<file path="src/rtl/pds_pkg.sv">
package pds_pkg;
    localparam int DATA_W = 32;
    localparam int WAIT_W = 4;
    localparam int CNT_W  = 1 << WAIT_W;

    localparam int OFS_CTRL  = 'h0;
    localparam int OFS_CFG   = 'h4;
    localparam int OFS_RET   = 'h8;
    localparam int OFS_CLAMP = 'hC;

    localparam int B_COLLAPSE = 0;
    localparam int B_HWMODE   = 1;
    localparam int B_OVR      = 2;
    localparam int B_STATUS   = 31;
    localparam int B_PU_DONE  = 16;
    localparam int B_PD_DONE  = 15;
    localparam int B_RET_FF   = 11;
    localparam int B_RET_MEM  = 14;
    localparam int B_RET_PER  = 13;
    localparam int B_MCLAMP   = 0;
    localparam int B_RPULSE   = 4;

    typedef enum logic [2:0] {
        S_ON, S_OFF, S_START, S_PD_CLK, S_PD_CLAMP, S_PU_FEW, S_PU_REST, S_PU_REL
    } seq_state_e;

    typedef struct packed {
        logic              collapse;
        logic              hw_mode;
        logic              ovr;
        logic [WAIT_W-1:0] w_rest;
        logic [WAIT_W-1:0] w_few;
        logic [WAIT_W-1:0] w_clk;
    } ctrl_t;

    typedef struct packed {
        logic few;
        logic rest;
        logic clamp;
        logic rst;
        logic clk;
    } dom_out_t;

    function automatic logic [CNT_W-1:0] wait_load(input logic [WAIT_W-1:0] n);
        return (CNT_W'(1) << n) - CNT_W'(1);
    endfunction
endpackage

</file>
<file path="src/rtl/pds_regs.sv">
module pds_regs
    import pds_pkg::*;
#(
    parameter int ADDR_W = 4
) (
    input  logic              clk,
    input  logic              rst,
    input  logic              wr,
    input  logic [ADDR_W-1:0] addr,
    input  logic [DATA_W-1:0] wdata,
    output logic [DATA_W-1:0] rdata,
    input  logic              pwr_on,
    input  logic              pu_done,
    input  logic              pd_done,
    output ctrl_t             ctrl,
    output logic              mode_tgl,
    output logic              ret_ff,
    output logic              ret_mem,
    output logic              ret_per,
    output logic              man_clamp,
    output logic              rst_pulse
);
    logic sel_ctrl, sel_cfg, sel_ret, sel_clamp;

    assign sel_ctrl  = (addr == ADDR_W'(OFS_CTRL));
    assign sel_cfg   = (addr == ADDR_W'(OFS_CFG));
    assign sel_ret   = (addr == ADDR_W'(OFS_RET));
    assign sel_clamp = (addr == ADDR_W'(OFS_CLAMP));

    assign mode_tgl = wr && sel_ctrl && (wdata[B_HWMODE] != ctrl.hw_mode);

    always_ff @(posedge clk) begin
        if (rst) begin
            ctrl      <= '0;
            ret_ff    <= 1'b0;
            ret_mem   <= 1'b0;
            ret_per   <= 1'b0;
            man_clamp <= 1'b0;
            rst_pulse <= 1'b0;
        end else begin
            rst_pulse <= wr && sel_clamp && wdata[B_RPULSE];
            if (wr && sel_ctrl) begin
                ctrl.collapse <= wdata[B_COLLAPSE];
                ctrl.hw_mode  <= wdata[B_HWMODE];
                ctrl.ovr      <= wdata[B_OVR];
                ctrl.w_rest   <= wdata[23:20];
                ctrl.w_few    <= wdata[19:16];
                ctrl.w_clk    <= wdata[15:12];
            end
            if (wr && sel_cfg) ret_ff <= wdata[B_RET_FF];
            if (wr && sel_ret) begin
                ret_mem <= wdata[B_RET_MEM];
                ret_per <= wdata[B_RET_PER];
            end
            if (wr && sel_clamp) man_clamp <= wdata[B_MCLAMP];
        end
    end

    always_comb begin
        rdata = '0;
        if (sel_ctrl) begin
            rdata[B_STATUS]   = pwr_on;
            rdata[23:20]      = ctrl.w_rest;
            rdata[19:16]      = ctrl.w_few;
            rdata[15:12]      = ctrl.w_clk;
            rdata[B_OVR]      = ctrl.ovr;
            rdata[B_HWMODE]   = ctrl.hw_mode;
            rdata[B_COLLAPSE] = ctrl.collapse;
        end else if (sel_cfg) begin
            rdata[B_PU_DONE] = pu_done;
            rdata[B_PD_DONE] = pd_done;
            rdata[B_RET_FF]  = ret_ff;
        end else if (sel_ret) begin
            rdata[B_RET_MEM] = ret_mem;
            rdata[B_RET_PER] = ret_per;
        end else if (sel_clamp) begin
            rdata[B_MCLAMP] = man_clamp;
        end
    end

    // a reset pulse only follows a write of bit 4 to the clamp register
    assert_rst_pulse_src_R13: assert property (@(posedge clk) disable iff (rst)
        rst_pulse |-> $past(wr && sel_clamp && wdata[B_RPULSE]));
endmodule

</file>
<file path="src/rtl/pds_fsm.sv">
module pds_fsm
    import pds_pkg::*;
#(
    parameter int STARTUP_CYC = 8
) (
    input  logic     clk,
    input  logic     rst,
    input  ctrl_t    ctrl,
    input  logic     hw_req,
    input  logic     mode_tgl,
    output dom_out_t seq,
    output logic     pwr_on,
    output logic     pu_done,
    output logic     pd_done
);
    localparam logic [CNT_W-1:0] START_LOAD = CNT_W'(STARTUP_CYC - 1);

    seq_state_e       st;
    logic [CNT_W-1:0] cnt;
    logic             go_down;
    logic             cyc_pend;
    logic             want_off;
    logic             cnt_zero;

    assign want_off = ctrl.hw_mode ? hw_req : ctrl.collapse;
    assign cnt_zero = (cnt == '0);

    always_ff @(posedge clk) begin
        if (rst) begin
            st       <= S_ON;
            cnt      <= '0;
            go_down  <= 1'b0;
            cyc_pend <= 1'b0;
            pwr_on   <= 1'b1;
            pu_done  <= 1'b1;
            pd_done  <= 1'b0;
        end else if (ctrl.ovr) begin
            st       <= ctrl.collapse ? S_OFF : S_ON;
            cnt      <= '0;
            cyc_pend <= 1'b0;
            pwr_on   <= !ctrl.collapse;
            pu_done  <= !ctrl.collapse;
            pd_done  <= ctrl.collapse;
        end else begin
            if (mode_tgl && st == S_ON) cyc_pend <= 1'b1;
            case (st)
                S_ON: if (want_off || cyc_pend) begin
                    st      <= S_START;
                    cnt     <= START_LOAD;
                    go_down <= 1'b1;
                    pu_done <= 1'b0;
                end
                S_OFF: if (!want_off || cyc_pend) begin
                    st       <= S_START;
                    cnt      <= START_LOAD;
                    go_down  <= 1'b0;
                    pd_done  <= 1'b0;
                    cyc_pend <= 1'b0;
                end
                S_START: begin
                    if (!cnt_zero) cnt <= cnt - 1'b1;
                    else if (go_down) begin
                        st  <= S_PD_CLK;
                        cnt <= wait_load(ctrl.w_clk);
                    end else begin
                        st  <= S_PU_FEW;
                        cnt <= wait_load(ctrl.w_few);
                    end
                end
                S_PD_CLK: begin
                    if (!cnt_zero) cnt <= cnt - 1'b1;
                    else st <= S_PD_CLAMP;
                end
                S_PD_CLAMP: begin
                    st      <= S_OFF;
                    pwr_on  <= 1'b0;
                    pd_done <= 1'b1;
                end
                S_PU_FEW: begin
                    if (!cnt_zero) cnt <= cnt - 1'b1;
                    else begin
                        st  <= S_PU_REST;
                        cnt <= wait_load(ctrl.w_rest);
                    end
                end
                S_PU_REST: begin
                    if (!cnt_zero) cnt <= cnt - 1'b1;
                    else st <= S_PU_REL;
                end
                S_PU_REL: begin
                    st      <= S_ON;
                    pwr_on  <= 1'b1;
                    pu_done <= 1'b1;
                end
                default: st <= S_ON;
            endcase
        end
    end

    always_comb begin
        seq = '0;
        case (st)
            S_ON:       begin seq.few = 1'b1; seq.rest = 1'b1; seq.clk = 1'b1; end
            S_OFF:      begin seq.clamp = 1'b1; seq.rst = 1'b1; end
            S_START: begin
                seq.few   = go_down;
                seq.rest  = go_down;
                seq.clk   = go_down;
                seq.clamp = !go_down;
                seq.rst   = !go_down;
            end
            S_PD_CLK:   begin seq.few = 1'b1; seq.rest = 1'b1; end
            S_PD_CLAMP: begin seq.few = 1'b1; seq.rest = 1'b1; seq.clamp = 1'b1; seq.rst = 1'b1; end
            S_PU_FEW:   begin seq.few = 1'b1; seq.clamp = 1'b1; seq.rst = 1'b1; end
            S_PU_REST:  begin seq.few = 1'b1; seq.rest = 1'b1; seq.clamp = 1'b1; seq.rst = 1'b1; end
            S_PU_REL:   begin seq.few = 1'b1; seq.rest = 1'b1; end
            default:    seq = '0;
        endcase
    end

    // the clock runs only with every switch closed and the clamp released
    assert_clk_needs_power_R4: assert property (@(posedge clk) disable iff (rst)
        seq.clk |-> (seq.few && seq.rest && !seq.clamp));

    // the rest group never closes without the first group
    assert_rest_after_few_R5: assert property (@(posedge clk) disable iff (rst)
        seq.rest |-> seq.few);

    // status turns on only at the end of a power-up sequence
    assert_status_rise_R6: assert property (@(posedge clk) disable iff (rst)
        ($rose(pwr_on) && !$past(ctrl.ovr)) |-> ($past(st) == S_PU_REL));

    // status turns off only at the end of a power-down sequence
    assert_status_fall_R6: assert property (@(posedge clk) disable iff (rst)
        ($fell(pwr_on) && !$past(ctrl.ovr)) |-> ($past(st) == S_PD_CLAMP));

    // the two completion flags are never set together
    assert_flags_exclusive_R7: assert property (@(posedge clk) disable iff (rst)
        $countones({pu_done, pd_done}) <= 1);
endmodule

</file>
<file path="src/rtl/pds_outmux.sv">
module pds_outmux
    import pds_pkg::*;
(
    input  logic     ovr,
    input  logic     collapse,
    input  dom_out_t seq,
    input  logic     man_clamp,
    input  logic     rst_pulse,
    output logic     few_en,
    output logic     rest_en,
    output logic     clamp,
    output logic     dom_rst,
    output logic     clk_en
);
    dom_out_t sel;

    always_comb begin
        if (ovr) begin
            sel.few   = !collapse;
            sel.rest  = !collapse;
            sel.clk   = !collapse;
            sel.clamp = collapse;
            sel.rst   = collapse;
        end else begin
            sel = seq;
        end
    end

    assign few_en  = sel.few;
    assign rest_en = sel.rest;
    assign clk_en  = sel.clk;
    assign clamp   = sel.clamp | man_clamp;
    assign dom_rst = sel.rst | rst_pulse;
endmodule

</file>
<file path="src/rtl/pds_switch_seq.sv">
module pds_switch_seq
    import pds_pkg::*;
#(
    parameter int ADDR_W      = 4,
    parameter int STARTUP_CYC = 8
) (
    input  logic              clk,
    input  logic              rst,
    input  logic              bus_wr,
    input  logic [ADDR_W-1:0] bus_addr,
    input  logic [31:0]       bus_wdata,
    output logic [31:0]       bus_rdata,
    input  logic              hw_req,
    output logic              few_en_o,
    output logic              rest_en_o,
    output logic              clamp_o,
    output logic              dom_rst_o,
    output logic              clk_en_o,
    output logic              ret_ff_o,
    output logic              ret_mem_o,
    output logic              ret_periph_o
);
    ctrl_t    ctrl;
    dom_out_t seq;
    logic     mode_tgl, man_clamp, rst_pulse;
    logic     pwr_on, pu_done, pd_done;

    pds_regs #(.ADDR_W(ADDR_W)) u_regs (
        .clk(clk), .rst(rst), .wr(bus_wr), .addr(bus_addr), .wdata(bus_wdata),
        .rdata(bus_rdata), .pwr_on(pwr_on), .pu_done(pu_done), .pd_done(pd_done),
        .ctrl(ctrl), .mode_tgl(mode_tgl), .ret_ff(ret_ff_o), .ret_mem(ret_mem_o),
        .ret_per(ret_periph_o), .man_clamp(man_clamp), .rst_pulse(rst_pulse)
    );

    pds_fsm #(.STARTUP_CYC(STARTUP_CYC)) u_fsm (
        .clk(clk), .rst(rst), .ctrl(ctrl), .hw_req(hw_req), .mode_tgl(mode_tgl),
        .seq(seq), .pwr_on(pwr_on), .pu_done(pu_done), .pd_done(pd_done)
    );

    pds_outmux u_out (
        .ovr(ctrl.ovr), .collapse(ctrl.collapse), .seq(seq), .man_clamp(man_clamp),
        .rst_pulse(rst_pulse), .few_en(few_en_o), .rest_en(rest_en_o),
        .clamp(clamp_o), .dom_rst(dom_rst_o), .clk_en(clk_en_o)
    );
endmodule

</file>
<file path="config.mk">
export PLATFORM = sky130hd
export DESIGN_NAME = pds_switch_seq
export DESIGN_NICKNAME = d
export VERILOG_FILES = /design/src/rtl/pds_pkg.sv /design/src/rtl/pds_regs.sv /design/src/rtl/pds_fsm.sv /design/src/rtl/pds_outmux.sv /design/src/rtl/pds_switch_seq.sv
export SDC_FILE = /design/constraint.sdc
export NUM_CORES = 1
export LEC_CHECK = 0
export BUFFER_PORTS_ARGS = -buffer_cell sky130_fd_sc_hd__buf_4
export CORE_MARGIN = 5
export CORE_UTILIZATION = 60
export CTS_BUF_LIST = sky130_fd_sc_hd__clkbuf_8
export DETAILED_ROUTE_END_ITERATION = 12
export GPL_TIMING_DRIVEN = 0
export PLACE_DENSITY = 0.87
export SETUP_SLACK_MARGIN = 0.3
export SYNTH_ARGS = -nofsm -noshare
export SYNTH_HDL_FRONTEND = slang
export SYNTH_SLANG_ARGS = --single-unit
</file>
<file path="constraint.sdc">
create_clock -name clk -period 6.5 [get_ports clk]
set_input_delay 0.65 -clock clk [delete_from_list [all_inputs] [get_ports clk]]
set_output_delay 0.65 -clock clk [all_outputs]
set_load 0.01 [all_outputs]
</file>
## Word-level counts from Yosys, hierarchy flattened

Cells that the tools add are included.

| cells by class | value |
|---|---|
| $add $sub $neg | 4 |
| equal/unequal tests | 20 |
| shifts and indexed selects | 3 |
| multiplexer cells | 50 |
| bitwise gates (word level) | 3 |
| reductions and logical operators | 30 |

Operators by type and width:

| cell | count |
|---|---|
| $mux 16 | 6 |
| $pmux 16 s5 | 1 |
| $shl 1x4->16 const A | 3 |
| $sub 16x2->16 const B | 3 |
| $mux 3 | 8 |
| $pmux 3 s8 | 1 |
| $mux 1 | 19 |
| $logic_not 16->1 | 1 |
| $sub 16x1->16 const B | 1 |
| $ne 3x2->1 const B | 5 |
| $pmux 1 s2 | 7 |
| $eq 3x3->1 const B | 4 |
| $reduce_bool 3->1 | 3 |
| $eq 4x4->1 const B | 2 |
| $mux 2 | 4 |
| $reduce_and 4->1 | 2 |
| $logic_and 1x1->1 | 7 |
| $mux 7 | 1 |
| $eq 3x2->1 const B | 2 |
| $reduce_and 6->1 | 1 |
| $reduce_or 6->1 | 1 |
| $mux 5 | 1 |
| $reduce_bool 5->1 | 1 |
| $reduce_or 5->1 | 1 |
| other kinds (18) | 25 |

| storage, ports and cells | value |
|---|---|
| flip-flop bits (word level) | 44 |
| input port bits | 40 |
| output and inout port bits | 40 |
| word-level logic and storage cells | 128 |

## Depth between registers and ports, before layout

| logic depth | value |
|---|---|
| depth after elaboration | 7 |
| depth in mapped cells | 12 |
| gate-level depth less buffers | 9 |

## Modules after synthesis

A second synthesis with hierarchy kept.

| unflattened totals | value |
|---|---|
| cells, all modules | 494 |
| area, all modules | 3,669.8 um2 |

Modules (own cells, without submodules):

| module | instances | cells an instance | area an instance (um2) | sequential area each (um2) |
|---|---|---|---|---|
| pds_fsm | 1 | 353 | 2,469.9 | 480.5 |
| pds_regs | 1 | 130 | 1,137.3 | 400.4 |
| pds_outmux | 1 | 11 | 62.6 | 0.0 |

## Worst setup path before layout

OpenSTA, ideal clock, no wires.

| timing path | value |
|---|---|
| kind | flip-flop to output port |
| start | register u_fsm.go_down |
| end | output clamp_o |
| arrival time | 1,912 ps |
| required time | 5,850 ps |
| slack | 3,938 ps |
| stages on the path, launching flop included | 8 |
| buffers on the path | 3 |
| path through | dfxtp_1 clkbuf_1 clkbuf_1 clkbuf_1 nor3_1 o31ai_1 and2_1 nand2b_1 |

| between the ends | value |
|---|---|
| cells in the longest elaborated chain, start to end | 4 |

RTL lines:

| item | RTL line | source |
|---|---|---|
| start: declaration | pds_fsm.sv:20 | `logic go_down;` |
| start signal: assignment | pds_fsm.sv:32 | `go_down <= 1'b0;` |
| start signal: assignment | pds_fsm.sv:50 | `go_down <= 1'b1;` |
| start signal: assignment | pds_fsm.sv:56 | `go_down <= 1'b0;` |
| $logic_not 1->1 | pds_fsm.sv:109 | `seq.clamp = !go_down;` |
| $pmux 2 s2 | pds_fsm.sv:102 | `case (st)` |
| $mux 5 | pds_outmux.sv:18 | `if (ovr) begin` |
| $or 1x1->1 | pds_outmux.sv:32 | `assign clamp = sel.clamp \| man_clamp;` |
| end: declaration | pds_switch_seq.sv:16 | `output logic clamp_o,` |

Every way passes these cells.

## Worst setup path in the final report

Same ends and word-level chain as after synthesis.

==> summary.md <==
| Metric | Value |
|---|---|
| Hold slack | `0.4834 ns` |
| Fin. Hold Viols | `0` |
| Pre-antenna DRT Iters | `5` |
| DRC | `0` |
| Cell mode on critical path | `clkbuf_1` |
| I/O pins | `80` |
| Sequential Area | `880.8 µm²` |
| Crit Path Category | `reg2out` |
| Clk Tree Root Cell | `clkbuf_8` |
| Area after DPL | `0.004010 mm²` |
| Leak | `0.001577 µW` |
| Hold WC Path Type | `reg2reg` |
| Cell count after synthesis | `498` |
| P_sw | `879.5 µW` |
| Most frequent cell after synthesis | `nand2_1` |
| DPL Wire Length | `7922 µm` |
| Slew Viols, Final | `0` |
| Post-CTS sizing | `0` |
| Vias per cell | `6.265` |
| Layout cells sized above 1 | `0.1590` |
| # setup viols final | `0` |
| RSZ-0062 raised after global routing | `false` |
| Die height | `86.54 µm` |
| Final period util | `0.4907` |
| Synth top area cells | `dfxtp_1, a21oi_1, nand2_1, nor2_1, clkbuf_1` |
| Top_reg_cell synth | `dfxtp_1` |
| Clk buf depth | `2` |
| Synthesis-stage register bit count | `44` |
| RR Startpoint | `u_fsm.go_down$_SDFFE_PP0P_` |
| WL/cell | `16.63 µm` |
| Fillers | `491` |
| Post-route ant nets | `0` |
| Flop pwr share | `0.207` |
| Synth Cell Area | `0.003515 mm²` |
| Pwr per Cell Area | `434.5 mW/mm²` |
| First-pass GRT wire length | `17530 µm` |
| Commonest cells post-synth | `nand2_1, a21oi_1, dfxtp_1` |
| CP Cell Sequence | `clkbuf_1 -> clkbuf_1 -> clkbuf_1 -> nor3_1 -> o31ai_1 -> and2_1 -> nand2b_1 -> buf_4` |
| GP Congestion | `0.9270` |
| Vias post-DR | `3997` |
| Crit-path max FO | `10` |
| Die ar. | `0.007488 mm²` |
| Avg Cell Area, Syn | `7.057 µm²` |
| Cell family contributing the most delay on the critical path | `buffers and inverters` |
| CTS tree | `built` |
| Gr usage total | `0.2881` |
| IO buf count | `47` |
| Vias in the first global route | `3726` |
| Setup crit end kind | `primary output` |
| Clock power frac | `0.140` |
| Worst VDD drop | `0.0003512 V` |
| Startpoint types | `flip-flop` |
| Yosys top cell by area | `dfxtp_1` |
| Status | `complete, no violations` |
| Post-synth EDFFs | `0` |
| Largest net degree at the start of global routing | `14` |
| Synth warn | `0` |
| CTS Buf Count | `5` |
| Chip width | `86.54 µm` |
| Total gr overflow | `0` |
| CP required | `5.85 ns` |
| Max cap viols | `0` |
| CP max stage delay | `0.44 ns` |
| Syn-to-layout area delta | `17.76%` |
| Crit path max-delay cell type | `clkbuf_1` |
| Final Util | `0.7381` |
| Clock Latency Late Sink | `0.31 ns` |
| CTS Hold Buffers Added | `0` |
| Antenna violations before repair | `0` |
| Initial DRC Count | `380` |
| Cell area after layout | `0.004139 mm²` |
| Routed wire length | `10610 µm` |
| Setup Fix Bufs, Post-CTS | `0` |
| Comb power frac | `0.653` |
| Crit. Startpoint | `u_fsm.go_down$_SDFFE_PP0P_` |
| Clk sinks | `44` |
| Worst Path Buf+Inv | `4` |
| Synth cell types | `70` |
| Ant. Diodes | `0` |
| Footprint of the multi-input gates | `0.002386 mm²` |
| Setup_tns | `0 ns` |
| WP data arrival | `2.54 ns` |
| Initial Util | `0.6267` |
| Tmin final | `3.189 ns` |
| CTS clk-pin slew, worst paths | `0.09 ns` |
| Max H-tree Level | `2` |
| Int Pwr | `918.7 µW` |
| Switching share of total power | `0.4891` |
| Final nets | `610` |
| Async set or reset register ratio after synthesis | `0` |
| Cell row count | `27` |
| Sequential-to-total area share from yosys stat | `0.2506` |
| Hold_sp | `u_regs.ret_ff$_SDFFE_PP0P_` |
| Rel. slew slack | `0.2769` |
| Design Power | `1798 µW` |
| Final Skew | `0.009079 ns` |
| Yosys top cell area share | `0.2506` |
| Worst slew pin tran | `1.075 ns` |
| CORE AREA | `0.005608 mm²` |
| Maximum clock rate | `313.5 MHz` |
## registers in the layout (all words and copies together) (netlist names)
name              count
u_fsm.pd_done         1
u_fsm.pwr_on          1
u_fsm.go_down         1
u_fsm.st              3
u_fsm.pu_done         1
u_fsm.cnt            16
u_regs.ret_ff         1
u_regs.ret_mem        1
u_regs.ctrl          15
u_fsm.cyc_pend        1
u_regs.man_clamp      1
u_regs.rst_pulse      1
u_regs.ret_per        1
## path summary, 6_finish.rpt
check	cells after the start	to	slack, ns
max	8	clamp_o	3.31
min	2	u_regs.ret_ff$_SDFFE_PP0P_	0.48
max reg2reg	10	u_fsm.cnt[12]$_SDFFE_PP0P_	3.48
min reg2reg	2	u_regs.ret_ff$_SDFFE_PP0P_	0.48
## cell usage in the layout (no fill, tap or decap), types with 4 or more instances in the layout
cell type / synthesis / layout
buf_4: 16 / 63
ha_1: 4 / 4
a31oi_1: 8 / 8
a21oi_1: 53 / 53
mux2i_1: 7 / 7
xor2_1: 6 / 6
conb_1: 1 / 15
nand3_1: 17 / 17
o31ai_1: 8 / 8
and2_1: 16 / 16
nor4_1: 6 / 6
inv_1: 6 / 6
clkbuf_1: 35 / 35
nand2_1: 66 / 66
dfxtp_1: 44 / 44
or4_1: 4 / 4
xnor2_1: 7 / 7
o22ai_1: 7 / 7
nor3b_1: 5 / 5
clkbuf_8: 0 / 5
o21ai_0: 25 / 25
nor2_1: 37 / 37
a22o_1: 6 / 6
a211oi_1: 7 / 7
or2_2: 4 / 4
nor2b_1: 5 / 5
nor3_1: 20 / 20
nand2b_1: 8 / 8
a22oi_1: 6 / 6
## cell type report
cell class / count / area share
plain buffers: 54 / 0.06530
clock buffers: 5 / 0.01663
clock inverters: 2 / 0.01451
inverters: 8 / 0.007255
multi-input cells: 406 / 0.5765
flip-flops and latches: 44 / 0.2128
well taps: 72 / 0.02177
repair buffers: 47 / 0.08525
## worst register-to-register path, delay by kind of cell (launching register included)
family,cells,cell delay [ns]
flip-flops,1,0.31
buffers and inverters,3,0.91
AO/OA/AOI/OAI,4,0.79
multiplexers,1,0.49
AND/OR/NAND/NOR,1,0.13
adder cells (fa/ha/maj),1,0.26
## stage by stage
| step | std cells | setup WS [ns] |
|---|---|---|
| 2_1_floorplan | 512 | 3.938 |
| 3_3_place_gp | 631 | 3.360 |
| 3_5_place_dp | 631 | 3.428 |
| 4_1_cts | 638 | 3.350 |
| 5_1_grt | 638 | 3.052 |
| 6_report | 638 | 3.311 |
## cell families after synthesis
family                   synth area share
AO/OA/AOI/OAI                      0.2823
buffers and inverters             0.08544
adder cells (fa/ha/maj)           0.01424
XOR/XNOR                          0.03240
AND/OR/NAND/NOR                    0.3044
other                            0.001067
flip-flops                         0.2506
multiplexers                      0.02955
## metal layers
metal | global-route usage | share of wire | up-vias
li1 | - | - | 1906
met1 | 0.3597 | 0.41 | 1819
met2 | 0.4750 | 0.47 | 225
met3 | 0.04848 | 0.076 | 47
met4 | 0.1473 | 0.043 | 0
met5 | 0 | 0 | -
## power by group through the flow
stage / sequential, µW / clock (µW) / combinational (µW)
6_report: 373 / 252 / 1170
3_5_place_dp: 378 / 0 / 1130
5_1_grt: 381 / 265 / 1290
2_1_floorplan: 364 / 0 / 863
4_1_cts: 371 / 251 / 1140
3_3_place_gp: 375 / 0 / 1110
Note: power is estimated with default switching activity, not from simulation.
